==> config.mk <==
export PLATFORM = sky130hd
export DESIGN_NAME = sdram_burst_seq
export DESIGN_NICKNAME = d
export VERILOG_FILES = /design/src/rtl/sbs_pkg.sv /design/src/rtl/sbs_mode_reg.sv /design/src/rtl/sbs_col_gen.sv /design/src/rtl/sbs_rd_pipe.sv /design/src/rtl/sdram_burst_seq.sv
export SDC_FILE = /design/constraint.sdc
export NUM_CORES = 1
export LEC_CHECK = 0
export ABC_AREA = 1
export CAP_MARGIN = 30
export CELL_PAD_IN_SITES_DETAIL_PLACEMENT = 1
export CELL_PAD_IN_SITES_GLOBAL_PLACEMENT = 2
export CORE_ASPECT_RATIO = 1.1
export CORE_MARGIN = 8
export CORE_UTILIZATION = 39
export DETAILED_ROUTE_END_ITERATION = 16
export DONT_BUFFER_PORTS = 1
export PLACE_DENSITY_LB_ADDON = 0.05
export SLEW_MARGIN = 0
export SYNTH_ARGS = -nofsm -noshare
export SYNTH_HDL_FRONTEND = slang
export SYNTH_HIERARCHICAL = 1
export SYNTH_SLANG_ARGS = --single-unit
==> constraint.sdc <==
create_clock -name clk -period 2.7 [get_ports clk]
set_input_delay 0.27 -clock clk [delete_from_list [all_inputs] [get_ports clk]]
set_output_delay 0.27 -clock clk [all_outputs]
set_load 0.01 [all_outputs]
==> src/rtl/sbs_pkg.sv <==
package sbs_pkg;

   typedef enum logic [2:0] {
      CMD_IDLE = 3'd0,
      CMD_MODE = 3'd1,
      CMD_RD   = 3'd2,
      CMD_WR   = 3'd3,
      CMD_STOP = 3'd4
   } sbs_cmd_e;

   typedef struct packed {
      logic [1:0] cl;
      logic       ilv;
      logic [2:0] blc;
   } sbs_cfg_t;

   localparam logic [2:0] BLC_FULL = 3'd7;

   // A mode word is usable when latency is 1..3 and the length code is
   // 1/2/4/8 beats, or full page under linear ordering only.
   function automatic logic mode_word_ok(input logic [6:0] op);
      logic cl_ok;
      logic bl_ok;
      cl_ok = (op[6:4] == 3'd1) || (op[6:4] == 3'd2) || (op[6:4] == 3'd3);
      bl_ok = (op[2:0] <= 3'd3) || ((op[2:0] == BLC_FULL) && !op[3]);
      return cl_ok && bl_ok;
   endfunction

endpackage

==> src/rtl/sbs_mode_reg.sv <==
module sbs_mode_reg
   import sbs_pkg::*;
#(
   parameter int BANK_W  = 2,
   parameter int MRD_CYC = 2,
   parameter int RST_CL  = 2,
   parameter int RST_BLC = 0
) (
   input  logic              clk,
   input  logic              rst_n,
   input  logic              cke,
   input  sbs_cmd_e          cmd,
   input  logic [BANK_W-1:0] bank,
   input  logic [6:0]        op,
   input  logic              burst_act,
   output sbs_cfg_t          cfg,
   output logic              mode_err,
   output logic              busy
);

   localparam int CNT_W = $clog2(MRD_CYC + 1);

   initial begin
      if (MRD_CYC < 1) $fatal(1, "MRD_CYC must be at least 1");
      if (RST_CL < 1 || RST_CL > 3) $fatal(1, "RST_CL out of range");
      if (RST_BLC > 3) $fatal(1, "RST_BLC must be a fixed length code");
   end

   logic [CNT_W-1:0] wait_cnt;
   logic             load_hit;

   assign busy     = (wait_cnt != '0);
   assign load_hit = (cmd == CMD_MODE) && (bank == '0) && !busy && !burst_act;

   always_ff @(posedge clk or negedge rst_n) begin
      if (!rst_n) begin
         cfg      <= '{cl: 2'(RST_CL), ilv: 1'b0, blc: 3'(RST_BLC)};
         mode_err <= 1'b0;
         wait_cnt <= '0;
      end else if (cke) begin
         if (load_hit) begin
            wait_cnt <= CNT_W'(MRD_CYC);
            if (mode_word_ok(op)) begin
               cfg      <= '{cl: op[5:4], ilv: op[3], blc: op[2:0]};
               mode_err <= 1'b0;
            end else begin
               mode_err <= 1'b1;
            end
         end else if (busy) begin
            wait_cnt <= wait_cnt - 1'b1;
         end
      end
   end

   // a mode-load aimed at a nonzero bank touches nothing
   a_r2_bank_ignored: assert property (@(posedge clk) disable iff (!rst_n)
      (cke && cmd == CMD_MODE && bank != '0) |=> ($stable(cfg) && $stable(mode_err)));

   // a rejected word leaves the previous settings in place
   a_r3_err_keeps_cfg: assert property (@(posedge clk) disable iff (!rst_n)
      $rose(mode_err) |-> (cfg == $past(cfg)));

   // nothing reprograms the mode inside the wait window
   a_r4_cfg_quiet: assert property (@(posedge clk) disable iff (!rst_n)
      (busy && cke) |=> $stable(cfg));

endmodule

==> src/rtl/sbs_col_gen.sv <==
module sbs_col_gen
   import sbs_pkg::*;
#(
   parameter int COL_W = 9
) (
   input  logic             clk,
   input  logic             rst_n,
   input  logic             cke,
   input  sbs_cmd_e         cmd,
   input  logic [COL_W-1:0] start_col,
   input  logic             ap_req,
   input  logic             ilv,
   input  logic [2:0]       blc,
   input  logic             busy,
   output logic             act,
   output logic [COL_W-1:0] col_addr,
   output logic             beat_wr,
   output logic             ap_fire,
   output logic             rd_beat
);

   initial begin
      if (COL_W < 3) $fatal(1, "COL_W must cover an 8-beat burst");
   end

   logic [COL_W-1:0] start_q;
   logic [COL_W-1:0] idx;
   logic [COL_W-1:0] blmask;
   logic             ap_q;
   logic             full;
   logic             last;
   logic             go;
   logic             stop;

   always_comb begin
      unique case (blc)
         3'd0:    blmask = '0;
         3'd1:    blmask = COL_W'(1);
         3'd2:    blmask = COL_W'(3);
         3'd3:    blmask = COL_W'(7);
         default: blmask = '1;
      endcase
   end

   assign full  = (blc == BLC_FULL);
   assign last  = !full && (idx == blmask);
   assign go    = !busy && ((cmd == CMD_RD) || (cmd == CMD_WR));
   assign stop  = !busy && (cmd == CMD_STOP);

   // One mask covers all three orders: interleave flips low bits,
   // linear wraps them, full page wraps the whole column.
   assign col_addr = ilv ? (start_q ^ idx)
                         : ((start_q & ~blmask) | ((start_q + idx) & blmask));

   assign ap_fire = act && ap_q && last;
   assign rd_beat = act && !beat_wr;

   always_ff @(posedge clk or negedge rst_n) begin
      if (!rst_n) begin
         act     <= 1'b0;
         start_q <= '0;
         idx     <= '0;
         beat_wr <= 1'b0;
         ap_q    <= 1'b0;
      end else if (cke) begin
         if (go) begin
            act     <= 1'b1;
            idx     <= '0;
            start_q <= start_col;
            beat_wr <= (cmd == CMD_WR);
            ap_q    <= ap_req;
         end else if (stop) begin
            act  <= 1'b0;
            ap_q <= 1'b0;
         end else if (act) begin
            if (last) act <= 1'b0;
            else      idx <= idx + 1'b1;
         end
      end
   end

   // a fixed-length beat index never leaves its length window
   a_r5_idx_bound: assert property (@(posedge clk) disable iff (!rst_n)
      (act && !full) |-> ((idx & ~blmask) == '0));

   // stop ends the burst on its edge
   a_r8_stop_ends: assert property (@(posedge clk) disable iff (!rst_n)
      (cke && stop) |=> !act);

   // a new column command restarts at beat zero
   a_r9_restart: assert property (@(posedge clk) disable iff (!rst_n)
      (cke && go) |=> (act && idx == '0));

   // the flagged beat is the final one
   a_r13_ap_last: assert property (@(posedge clk) disable iff (!rst_n)
      (cke && ap_fire && !go) |=> !act);

   // frozen edge keeps column state
   a_r14_freeze: assert property (@(posedge clk) disable iff (!rst_n)
      !cke |=> ($stable(col_addr) && $stable(act) && $stable(idx)));

endmodule

==> src/rtl/sbs_rd_pipe.sv <==
module sbs_rd_pipe #(
   parameter int LANES    = 2,
   parameter int MASK_LAT = 2
) (
   input  logic             clk,
   input  logic             rst_n,
   input  logic             cke,
   input  logic [1:0]       cl,
   input  logic             rd_beat,
   input  logic [LANES-1:0] dmask,
   output logic             rd_valid,
   output logic [LANES-1:0] rd_drive
);

   localparam int MAX_CL = 3;

   initial begin
      if (LANES < 1) $fatal(1, "LANES must be at least 1");
      if (MASK_LAT < 1) $fatal(1, "MASK_LAT must be at least 1");
   end

   logic [MAX_CL-1:1] stg;

   always_ff @(posedge clk or negedge rst_n) begin
      if (!rst_n)   stg <= '0;
      else if (cke) stg <= {stg[MAX_CL-2:1], rd_beat};
   end

   always_comb begin
      unique case (cl)
         2'd2:    rd_valid = stg[1];
         2'd3:    rd_valid = stg[2];
         default: rd_valid = rd_beat;
      endcase
   end

   for (genvar g = 0; g < LANES; g++) begin : g_lane
      logic [MASK_LAT:0] mch;

      always_ff @(posedge clk or negedge rst_n) begin
         if (!rst_n)   mch <= '0;
         else if (cke) mch <= {mch[MASK_LAT-1:0], dmask[g]};
      end

      assign rd_drive[g] = rd_valid && !mch[MASK_LAT];

      if (MASK_LAT == 2) begin : g_chk
         // a mask three unfrozen edges back silences the lane
         a_r11_mask_late: assert property (@(posedge clk) disable iff (!rst_n)
            ($past(rst_n, 3) && $past(cke) && $past(cke, 2) && $past(cke, 3)
             && $past(dmask[g], 3)) |-> !rd_drive[g]);
      end
   end

   // at latency 2 the strobe trails the read beat by one edge
   a_r10_cl2_follow: assert property (@(posedge clk) disable iff (!rst_n)
      ($past(cke) && cl == 2'd2 && $past(cl) == 2'd2) |-> (rd_valid == $past(rd_beat)));

endmodule

==> src/rtl/sdram_burst_seq.sv <==
module sdram_burst_seq
   import sbs_pkg::*;
#(
   parameter int COL_W    = 9,
   parameter int ADDR_W   = 12,
   parameter int BANK_W   = 2,
   parameter int LANES    = 2,
   parameter int MASK_LAT = 2,
   parameter int MRD_CYC  = 2,
   parameter int RST_CL   = 2,
   parameter int RST_BLC  = 0
) (
   input  logic              clk,
   input  logic              rst_n,
   input  logic              cke,
   input  logic [2:0]        cmd,
   input  logic [BANK_W-1:0] bank,
   input  logic [ADDR_W-1:0] addr,
   input  logic [LANES-1:0]  dmask,
   output logic              col_valid,
   output logic [COL_W-1:0]  col_addr,
   output logic              beat_wr,
   output logic              ap_fire,
   output logic              rd_valid,
   output logic [LANES-1:0]  rd_drive,
   output logic [LANES-1:0]  wr_en,
   output logic [1:0]        cfg_cl,
   output logic              cfg_ilv,
   output logic [2:0]        cfg_blc,
   output logic              mode_err
);

   localparam int AP_BIT = 10;

   initial begin
      if (ADDR_W <= AP_BIT) $fatal(1, "ADDR_W must reach the precharge bit");
      if (COL_W > AP_BIT) $fatal(1, "column field overlaps the precharge bit");
   end

   sbs_cmd_e cmd_e;
   sbs_cfg_t cfg;
   logic     busy;
   logic     rd_beat;
   logic     unused_addr;

   assign cmd_e       = sbs_cmd_e'(cmd);
   assign unused_addr = ^addr;

   sbs_mode_reg #(
      .BANK_W (BANK_W),
      .MRD_CYC(MRD_CYC),
      .RST_CL (RST_CL),
      .RST_BLC(RST_BLC)
   ) u_mode (
      .clk      (clk),
      .rst_n    (rst_n),
      .cke      (cke),
      .cmd      (cmd_e),
      .bank     (bank),
      .op       (addr[6:0]),
      .burst_act(col_valid),
      .cfg      (cfg),
      .mode_err (mode_err),
      .busy     (busy)
   );

   sbs_col_gen #(
      .COL_W(COL_W)
   ) u_col (
      .clk      (clk),
      .rst_n    (rst_n),
      .cke      (cke),
      .cmd      (cmd_e),
      .start_col(addr[COL_W-1:0]),
      .ap_req   (addr[AP_BIT]),
      .ilv      (cfg.ilv),
      .blc      (cfg.blc),
      .busy     (busy),
      .act      (col_valid),
      .col_addr (col_addr),
      .beat_wr  (beat_wr),
      .ap_fire  (ap_fire),
      .rd_beat  (rd_beat)
   );

   sbs_rd_pipe #(
      .LANES   (LANES),
      .MASK_LAT(MASK_LAT)
   ) u_rd (
      .clk     (clk),
      .rst_n   (rst_n),
      .cke     (cke),
      .cl      (cfg.cl),
      .rd_beat (rd_beat),
      .dmask   (dmask),
      .rd_valid(rd_valid),
      .rd_drive(rd_drive)
   );

   // Write masking acts with no delay on the beat it covers.
   for (genvar g = 0; g < LANES; g++) begin : g_wr
      assign wr_en[g] = col_valid && beat_wr && cke && !dmask[g];
   end

   assign cfg_cl  = cfg.cl;
   assign cfg_ilv = cfg.ilv;
   assign cfg_blc = cfg.blc;

   // write strobes only ride on live, unfrozen write beats
   a_r12_wr_on_write: assert property (@(posedge clk) disable iff (!rst_n)
      (|wr_en) |-> (col_valid && beat_wr && cke));

endmodule

==> impl_metrics.json <==
{
  "run_status": "finished clean",
  "final-setup-viol-count": 0,
  "synth_cells": 353,
  "startpoint": "u_col/idx[0]$_DFFE_PN0P_",
  "grt_use_total_pct": 16.0,
  "fp.coreArea_um2": 6560,
  "hpwlAfterDp_mm": 5.39,
  "skew_ns": 0.0126,
  "reg2reg_slack_ns": 0.79,
  "antennaDiodeCount": 0,
  "tns_ns": 0,
  "numPortBuffers": 0,
  "worstHoldStart": "cke",
  "vias_per_cell": 5.15,
  "leakagePower_nw": 1.53,
  "clock_latency_ns": 0.29,
  "crit_path_start_kind": "flip-flop",
  "powerDensity_nw_per_um2": 790,
  "ios": 46,
  "dieArea_um2": 9640,
  "antenna_found_initial": 0,
  "finalCritPeriodShare_pct": 87.1,
  "syn_area_per_cell_um2": 7.46,
  "drv_cap": 0,
  "seq_area_frac_synth_pct": 36.2,
  "ys_types": 35,
  "grt_max_degree": 39,
  "rows": 31,
  "endpoint_kind": "primary output",
  "vdd_drop_max_mv": 0.322,
  "grt_pass1_vias": 2446,
  "rr_startpoint": "u_mode/cfg[2]$_DFFE_PN0P_",
  "rsz0062_at_grt": "no",
  "clkSinkCount": 38,
  "antenna_left": 0,
  "initial_utilization_pct": 40.2,
  "setup_ws_ns": 0.347,
  "area_delta_synth_final_pct": 7.84,
  "drt-wirelength-per-cell_um": 16.1,
  "whs_ns": 0.0446,
  "hp-class": "in -> reg",
  "clk_path_buf_depth": 2,
  "cp.arrival_ns": 2.08,
  "cts.reportedPaths.clkPinSlew_ns": 0.09,
  "cts_buffers": 5,
  "synth_fp_nets": 386,
  "synth_seq_cells": 38,
  "yosys_warnings": 6,
  "cts_setup_buffers": 0,
  "via_count": 2275,
  "htree_levels": 2,
  "root_buffer": "clkbuf_8",
  "wirelength_mm": 7.12,
  "gr-total-overflow": 0,
  "layout.nets": 392,
  "dieHeight_um": 102,
  "fmax_mhz": 425,
  "relSlewSlack_pct": 61.4,
  "drive_above_1_share_pct": 11.9,
  "grt_pass1_wl_mm": 12.2,
  "die_w_um": 94.4,
  "crit_type": "reg -> out",
  "finalHoldViolCount": 0,
  "worstMarginPinSlew_ns": 0.579,
  "synth_area_um2": 2630,
  "worstPathMaxFanout": 6,
  "drt_iter0_markers": 53,
  "dr.pass1.iters": 4,
  "cp.required_ns": 2.43,
  "cts_tree": "yes",
  "place.gp.congestion": 0.801,
  "drcViolationCount": 0,
  "finalCriticalPeriod_ns": 2.35,
  "preCtsSetupSlack_ns": 0.661,
  "slew_viol_final": 0
}
-- timing repair --
action / CTS / global route
hold buffers: 2 / 0
gates resized for setup: 0 / 0
endpoints found under the hold margin: 38 / 0
-- per-layer routing --
metal / track usage (%) / vias to the layer above / part of all wire, %
met3: 4.26 / 6 / 5.0
li1: - / 1146 / -
met2: 28.4 / 30 / 51
met4: 4.03 / 0 / 0.93
met5: 0 / - / 0
met1: 18.4 / 1093 / 43
-- cell usage after synthesis, drive strengths merged --
library cell  instances  area share [%]
a21oi                16             3.9
buf                   3             1.0
clkbuf                3            0.43
dfrtp                37              35
dfstp                 1             1.0
fa                    1            0.76
ha                   10             4.8
inv                  47             6.7
mux2                 11             4.7
mux2i                 1            0.38
nand2                99              15
nand3                39             8.1
nand4                13             3.1
nor2                 42             7.4
nor3                  1            0.19
o211ai                1            0.29
o21a                  2            0.57
o21ai                13             2.6
o22ai                 1            0.24
or2                   2            0.48
xnor2                 4             1.3
xor2                  6             2.0
-- worst max-delay path, cell delays in order (launching register included) --
cell and delay [ns]:
dfrtp_1 0.45, ha_1 0.25, fa_1 0.46, nand3_1 0.12, nand2_1 0.09, nand2_1 0.09, nand3_1 0.08, nand3_1 0.09
nand2_1 0.05, nand2_1 0.11
-- registers in the layout, indices dropped and copies added, names as in the netlist, 2 cells and up --
name,count
u_col/idx,9
u_col/start_q,9
u_mode/cfg,6
u_mode/wait_cnt,2
u_rd/g_lane.mch,6
u_rd/stg,2
-- cell usage in the layout, fill, tap and decap left out, types with 3 or more instances in the layout --
cell type  synthesis  routed
xnor2_1            4       4
dfrtp_1           37      37
ha_1              10      10
o21ai_0           11      11
nor2_1            37      37
clkbuf_8           0       5
nand2_4            3       3
inv_2              3       3
nand4_1           13      13
a21oi_1           12      12
nand3_1           37      37
xor2_1             6       6
inv_1             44      44
mux2_2            11      11
nand2_1           96      96
a21oi_2            3       3
buf_4              0       3
-- report_power, final --
part / leakage [nW] / switching [mW] / total [mW] / internal (mW)
Clock: 0.0441 / 0.220 / 0.402 / 0.182
Combinational: 1.00 / 0.589 / 0.935 / 0.347
Sequential: 0.484 / 0.188 / 0.905 / 0.718
Total: 1.53 / 0.997 / 2.24 / 1.25
-- logic make-up (layout without fill, tap and decap cells) --
family                   Yosys count  in the layout  share of synthesized area [%]
XOR/XNOR                          10             10                           3.33
buffers and inverters             53             60                           8.17
multiplexers                      12             12                           5.08
adder cells (fa/ha/maj)           11             11                           5.51
AND/OR/NAND/NOR                  196            196                           34.2
AO/OA/AOI/OAI                     33             33                           7.60
flip-flops                        38             38                           36.2
-- through the flow --
| step | cell area (um2) | cells | total power [mW] | utilization [%] |
|---|---|---|---|---|
| after floorplan | 2630 | 353 | 1.64 | - |
| after global placement | 2720 | 432 | 1.81 | 41.5 |
| after detailed placement | 2720 | 432 | 1.85 | 41.5 |
| after CTS | 2840 | 442 | 2.29 | 43.3 |
| after global routing | 2840 | 442 | 2.45 | 43.3 |
| final | 2840 | 442 | 2.24 | 43.3 |
-- final cells by class --
class	count	area (um2)
fillers	847	3710
multi-input cells	262	1470
flip-flops and latches	38	952
inverters	47	176
well taps	82	103
clock buffers	5	68.8
repair buffers	5	52.6
clock inverters	3	21.3
-- path summary, 6_finish.rpt --
kind                       depth (start not counted)                           endpoint
setup / recovery                                   9                        col_addr[8]
hold / removal                                     1            u_rd/stg[2]$_DFFE_PN0P_
setup reg to reg                                   7              u_col/act$_DFFE_PN0P_
hold reg to reg                                    2  u_rd/g_lane[0].mch[1]$_DFFE_PN0P_
max in group asynchronous                          2          u_mode/cfg[5]$_DFFE_PN1P_
min in group asynchronous                          2           u_col/idx[0]$_DFFE_PN0P_
Note: power is estimated with default switching activity, not from simulation.
